## config.mk

```make
export PLATFORM = sky130hd
export DESIGN_NAME = dma_req_throttle
export DESIGN_NICKNAME = d
export VERILOG_FILES = /design/src/rtl/dma_thr_pkg.sv /design/src/rtl/thr_desc_decode.sv /design/src/rtl/thr_rate_hold.sv /design/src/rtl/thr_gap_timer.sv /design/src/rtl/dma_req_throttle.sv
export SDC_FILE = /design/constraint.sdc
export NUM_CORES = 1
export LEC_CHECK = 0
export BUFFER_PORTS_ARGS = -buffer_cell sky130_fd_sc_hd__clkbuf_2
export CAP_MARGIN = 20
export CORE_UTILIZATION = 30
export CTS_CLUSTER_SIZE = 8
export DETAILED_ROUTE_END_ITERATION = 8
export GPL_TIMING_DRIVEN = 0
export HOLD_SLACK_MARGIN = 0.06
export PLACE_DENSITY = 0.51
export SLEW_MARGIN = 40
export SYNTH_ARGS = -nofsm -noshare
export SYNTH_HDL_FRONTEND = slang
export SYNTH_HIERARCHICAL = 1
export SYNTH_SLANG_ARGS = --single-unit
```

## constraint.sdc

```tcl
create_clock -name clk -period 1.8 [get_ports clk]
set_input_delay 0.09 -clock clk [delete_from_list [all_inputs] [get_ports clk]]
set_output_delay 0.09 -clock clk [all_outputs]
set_load 0.02 [all_outputs]
```

## src/rtl/dma_thr_pkg.sv

```systemverilog
// Package: shared descriptor kind encoding for the request throttle.
// Assumes the descriptor type field is two bits wide.
package dma_thr_pkg;
    localparam int DESC_TYPE_W = 2;

    typedef enum logic [DESC_TYPE_W-1:0] {
        DESC_DATA   = 2'd0,
        DESC_STRIDE = 2'd1,
        DESC_LINK   = 2'd2,
        DESC_NULL   = 2'd3
    } desc_kind_e;
endpackage

```

## src/rtl/thr_desc_decode.sv

```systemverilog
// Module: thr_desc_decode
// Picks rate updates out of the descriptor stream. Only a valid
// stride-control descriptor with its update flag set produces a strobe.
// Assumes the descriptor fields are stable while desc_valid is high.
module thr_desc_decode #(
    parameter int RATE_W = 8
) (
    input  logic                               desc_valid,
    input  logic [dma_thr_pkg::DESC_TYPE_W-1:0] desc_type,
    input  logic [RATE_W-1:0]                  desc_rate,
    input  logic                               desc_rate_upd,
    output logic                               upd_stb,
    output logic [RATE_W-1:0]                  upd_val
);
    // Purpose: qualify the update flag with descriptor kind and valid.
    always_comb begin
        upd_stb = desc_valid && desc_rate_upd &&
                  (desc_type == dma_thr_pkg::DESC_STRIDE);
        upd_val = desc_rate;
    end
endmodule

```

## src/rtl/thr_rate_hold.sv

```systemverilog
// Module: thr_rate_hold
// Holds the rate in use. Loads a new value on an update strobe and
// keeps it otherwise. Assumes reset means unthrottled (rate zero).
module thr_rate_hold #(
    parameter int RATE_W = 8
) (
    input  logic              clk,
    input  logic              rst_n,
    input  logic              upd_stb,
    input  logic [RATE_W-1:0] upd_val,
    output logic [RATE_W-1:0] rate_q
);
    // Purpose: register the rate, cleared to zero by reset.
    always_ff @(posedge clk) begin
        if (!rst_n) begin
            rate_q <= '0;
        end else if (upd_stb) begin
            rate_q <= upd_val;
        end
    end
endmodule

```

## src/rtl/thr_gap_timer.sv

```systemverilog
// Module: thr_gap_timer
// Spacing counter and grant gate. A grant reloads the counter with
// rate-1 so grant starts are rate cycles apart; a grant is given only
// when a request is pending and the counter is zero. A same-cycle
// update is forwarded into the reload; a zero update clears the
// counter at once. Assumes rate zero and one both mean no gap.
module thr_gap_timer #(
    parameter int RATE_W = 8
) (
    input  logic              clk,
    input  logic              rst_n,
    input  logic              req_pending,
    input  logic [RATE_W-1:0] rate_q,
    input  logic              upd_stb,
    input  logic [RATE_W-1:0] upd_val,
    output logic              req_grant
);
    localparam logic [RATE_W-1:0] ONE = RATE_W'(1);

    logic [RATE_W-1:0] gap_cnt;
    logic [RATE_W-1:0] eff_rate;
    logic              zero_upd;

    // Purpose: pick the rate that a reload in this cycle would use.
    always_comb begin
        eff_rate  = upd_stb ? upd_val : rate_q;
        zero_upd  = upd_stb && (upd_val == '0);
        req_grant = req_pending && (gap_cnt == '0);
    end

    // Purpose: run the spacing counter between grants.
    always_ff @(posedge clk) begin
        if (!rst_n) begin
            gap_cnt <= '0;
        end else if (zero_upd) begin
            gap_cnt <= '0;
        end else if (req_grant) begin
            gap_cnt <= (eff_rate == '0) ? '0 : (eff_rate - ONE);
        end else if (gap_cnt != '0) begin
            gap_cnt <= gap_cnt - ONE;
        end
    end

    AST_GAP_AFTER_GRANT: assert property (@(posedge clk) disable iff (!rst_n)
        (req_grant && (eff_rate > ONE)) |=> !req_grant);

    AST_GAP_COUNTS_DOWN: assert property (@(posedge clk) disable iff (!rst_n)
        ((gap_cnt != '0) && !zero_upd) |=> (gap_cnt == $past(gap_cnt) - ONE));

    AST_ZERO_ENDS_GAP: assert property (@(posedge clk) disable iff (!rst_n)
        zero_upd |=> (gap_cnt == '0));
endmodule

```

## src/rtl/dma_req_throttle.sv

```systemverilog
// Module: dma_req_throttle
// Top of the request throttle: decodes rate updates from descriptors,
// holds the rate in use and paces grants to the channel's requests.
// Assumes one descriptor per cycle at most and a request held until
// granted by the channel.
module dma_req_throttle #(
    parameter int RATE_W = 8
) (
    input  logic              clk,
    input  logic              rst_n,
    input  logic              desc_valid,
    input  logic [1:0]        desc_type,
    input  logic [RATE_W-1:0] desc_rate,
    input  logic              desc_rate_upd,
    input  logic              req_pending,
    output logic              req_grant
);
    logic              upd_stb;
    logic [RATE_W-1:0] upd_val;
    logic [RATE_W-1:0] cur_rate;

    thr_desc_decode #(.RATE_W(RATE_W)) u_decode (
        .desc_valid    (desc_valid),
        .desc_type     (desc_type),
        .desc_rate     (desc_rate),
        .desc_rate_upd (desc_rate_upd),
        .upd_stb       (upd_stb),
        .upd_val       (upd_val)
    );

    thr_rate_hold #(.RATE_W(RATE_W)) u_rate (
        .clk     (clk),
        .rst_n   (rst_n),
        .upd_stb (upd_stb),
        .upd_val (upd_val),
        .rate_q  (cur_rate)
    );

    thr_gap_timer #(.RATE_W(RATE_W)) u_timer (
        .clk         (clk),
        .rst_n       (rst_n),
        .req_pending (req_pending),
        .rate_q      (cur_rate),
        .upd_stb     (upd_stb),
        .upd_val     (upd_val),
        .req_grant   (req_grant)
    );

    AST_RATE_LOADED: assert property (@(posedge clk) disable iff (!rst_n)
        (desc_valid && desc_rate_upd && (desc_type == 2'd1))
        |=> (cur_rate == $past(desc_rate)));

    AST_RATE_KEPT: assert property (@(posedge clk) disable iff (!rst_n)
        !(desc_valid && desc_rate_upd && (desc_type == 2'd1))
        |=> $stable(cur_rate));

    AST_ZERO_GRANTS_NEXT: assert property (@(posedge clk) disable iff (!rst_n)
        (desc_valid && desc_rate_upd && (desc_type == 2'd1) && (desc_rate == '0))
        |=> (!req_pending || req_grant));
endmodule

```

==> metrics.md <==
| Metric | Value |
|---|---|
| Worst Reg2Reg Path Length in Cells | `5` |
| Clock Path Buffers | `2` |
| Die width | `65.0 um` |
| Hold depth | `3` |
| Worst-path maximum fanout | `3` |
| Combinational Power Share | `49.9%` |
| Hold Path Class | `input pin to flop` |
| Die footprint | `4230 um^2` |
| IO Count | `16` |
| Finish-stage setup viols | `0` |
| Worst reg2reg path startpoint | `u_timer/gap_cnt[2]` |
| LEAKAGE | `0.000521 uW` |
| Fillers | `414` |
| 1st-pass router iterations | `4` |
| First-pass GRT wire length | `4030 um` |
| Number of flops mapped to enable cells by yosys | `0` |
| Inst Count DP | `185` |
| Sw frac | `38.3%` |
| Pre-CTS WS | `-226 ps` |
| Yosys top cell area share | `26.9%` |
| FF-to-FF setup slack | `110 ps` |
| Post-synth top cells | `19 x mux2i_1, 16 x dfxtp_1, 8 x buf_4, 8 x nor2b_1` |
| Arr. time, crit path | `1830 ps` |
| Synth area leader | `dfxtp_1` |
| Endpoint class of the critical path | `flop` |
| Setup WS post-layout | `108 ps` |
| Fmax | `0.591 GHz` |
| Hpwl dp | `1810 um` |
| Diodes inserted | `0` |
| Largest net degree at the start of global routing | `11` |
| Total negative slack | `0 ps` |
| Clock buffer count from CTS | `3` |
| Std-Cell Rows | `22` |
| Area growth syn-to-layout | `21.6%` |
| Cell Area, Synth | `1190 um^2` |
| CP Launch Type | `flop` |
| Vias per inst | `4.91` |
| Mapped Cells | `130` |
| Minimum clock period | `1690 ps` |
| Initial antenna violation count | `0` |
| Final cell utilization of the core | `38.7%` |
| Status | `complete, no violations` |
| Vias in the first global route | `883` |
| GRT Overall Usage | `12.3%` |
| Layout cells sized above 1 | `29.2%` |
| Worst-Margin Slew | `377 ps` |
| H-tree Lvls | `1` |
| CTS tree | `done` |
| Core box area | `3740 um^2` |
| Fin. Hold Viols | `0` |
| Initial core utilization | `31.9%` |
| Reg clk slew, reported paths | `70 ps` |
| Hold_sp | `desc_rate[6]` |
| Syn Nets | `148` |
| Worst Skew | `0.617 ps` |
| Final Net Count | `163` |
| Antenna-violating nets left | `0` |
| Die height | `65.0 um` |
| Sink of the worst hold path | `u_rate/rate_q[6]` |
| Final Wtd Congestion | `0.706` |
| Max Cap Viol | `0` |
| Gr ovfl total | `0` |
| Tcrit/Tclk final | `94.0%` |
| Power density cells | `1150 nW/um^2` |
| Count leader, synth | `mux2i_1` |
| FFs w/ async S/R, synth | `0%` |
| DR vias | `942` |
| Worst skew pair latency | `250 ps` |
| Post-Layout Cell Count | `192` |
| R2R Path End | `u_timer/gap_cnt[7]` |
| Synth Register Bits | `16` |
| Hold_ws | `133 ps` |
| Data required, critical path | `1930 ps` |
| Clock Root Buffer | `clkbuf_8` |
| Port Buffer Count | `7` |
| Max-slew violation count | `0` |
| Predominant post-synthesis flop cell | `dfxtp_1` |
| Max-slew headroom | `74.8%` |
| Sequential area share after synthesis | `26.9%` |
| Routed WL | `2470 um` |
| Sequential share of power | `30.6%` |
| Synth Warn # | `6` |
| Peak supply drop | `0.000284 V` |
| Internal | `1030 uW` |
| WL per Instance | `12.8 um` |
| Synth top area cells | `dfxtp_1 27%, mux2i_1 16%, xor2_1 5.1%` |
| Post-synth cell types | `39` |
| Clock share of power | `19.5%` |
| Clk sinks | `16` |
| WS Path Type | `flop to flop` |
| Residual DRC count | `0` |
| Mean Syn Cell Area | `9.17 um^2` |
| P_sw | `639 uW` |
| 1st-iter DRT viols | `35` |
power by group through the flow:
stage | logic [uW] | registers [uW] | clock network [uW]
6_report | 834 | 511 | 325
2_1_floorplan | 565 | 499 | 0
3_5_place_dp | 680 | 511 | 0
5_1_grt | 942 | 521 | 353
3_3_place_gp | 668 | 510 | 0
4_1_cts | 765 | 509 | 332
layout by cell type, fill, tap and decap left out, drive strengths merged:
cell type / netlist / layout
o32ai: 1 / 1
a31oi: 2 / 2
clkbuf: 1 / 12
a21boi: 1 / 1
o31ai: 2 / 2
or3: 4 / 4
buf: 11 / 14
nand4: 1 / 1
and3: 1 / 1
and4b: 1 / 1
nand2b: 1 / 1
or4b: 1 / 1
nand3: 2 / 2
o21ai: 3 / 3
xor2: 7 / 7
xnor2: 2 / 2
o22a: 1 / 1
o221ai: 1 / 1
dfxtp: 16 / 16
o211ai: 2 / 2
nor2b: 8 / 8
o41a: 1 / 1
ha: 3 / 3
a22oi: 3 / 3
a21oi: 7 / 7
nor3b: 4 / 4
mux2i: 19 / 19
nand2: 7 / 7
inv: 5 / 5
nor3: 5 / 5
nor2: 6 / 6
or4: 1 / 1
kinds of logic after synthesis:
| logic type | after synthesis | synth area share [%] |
|---|---|---|
| AOI/OAI and AO/OA | 24 | 16.1 |
| xor gates and xnor gates | 9 | 6.61 |
| adders and majority gates | 3 | 3.15 |
| buffers and inverters | 17 | 9.86 |
| DFF | 16 | 26.9 |
| muxes | 19 | 15.9 |
| and+or+nand+nor | 42 | 21.5 |
state kept, by name, summed over array words and instances (netlist names):
name,cells
u_rate/rate_q,8
u_timer/gap_cnt,8
per-stage QoR:
step	cell area, um^2	total power, uW
4_1_cts	1380	1610
6_report	1450	1670
5_1_grt	1450	1820
3_5_place_dp	1290	1190
3_3_place_gp	1290	1180
2_1_floorplan	1190	1060
final cells by class:
cell class                      instances  area (um^2)  share of cell area [%]
Multi-Input combinational cell         97          840                    57.9
Sequential cell                        16          320                    22.1
Buffer                                 12         98.8                    6.82
Tap cell                               48         60.1                    4.14
Timing Repair Buffer                   10         57.6                    3.97
Clock buffer                            4         55.1                    3.80
Inverter                                5         18.8                    1.29
timing repair:
item,CTS,global route
resized for setup,2,13
pin swaps,0,3
endpoints found under the setup margin,9,8
hold buffers,0,0
setup buffers,3,0
critical path, stage by stage, from the launching register on:
cell and delay [ps]:
dfxtp_1 350, or3_1 430, or3_4 360, nor3_2 130
mux2i_1 230, a21oi_1 80
routing by layer:
layer / global-route usage, % / vias to the layer above / wire [um]
met5: 0 / - / 0
met4: 3.26 / 0 / 13
met3: 2.11 / 2 / 67
met2: 20.4 / 16 / 1160
met1: 16.3 / 433 / 1220
li1: - / 491 / -
how the worst max path moves through the flow:
stage / to / slack (ps) / start / cells after the start
after floorplan: u_timer/gap_cnt[4] / 40 / desc_type[1] / 9
after global placement: u_timer/gap_cnt[4] / -240 / desc_type[1] / 10
after detailed placement: u_timer/gap_cnt[4] / -230 / desc_type[1] / 10
after CTS: u_timer/gap_cnt[4] / 30 / desc_type[1] / 10
after global routing: u_timer/gap_cnt[4] / -20 / desc_type[1] / 10
final: u_timer/gap_cnt[7] / 110 / u_timer/gap_cnt[2] / 5
(Power assumes the default switching activity.)
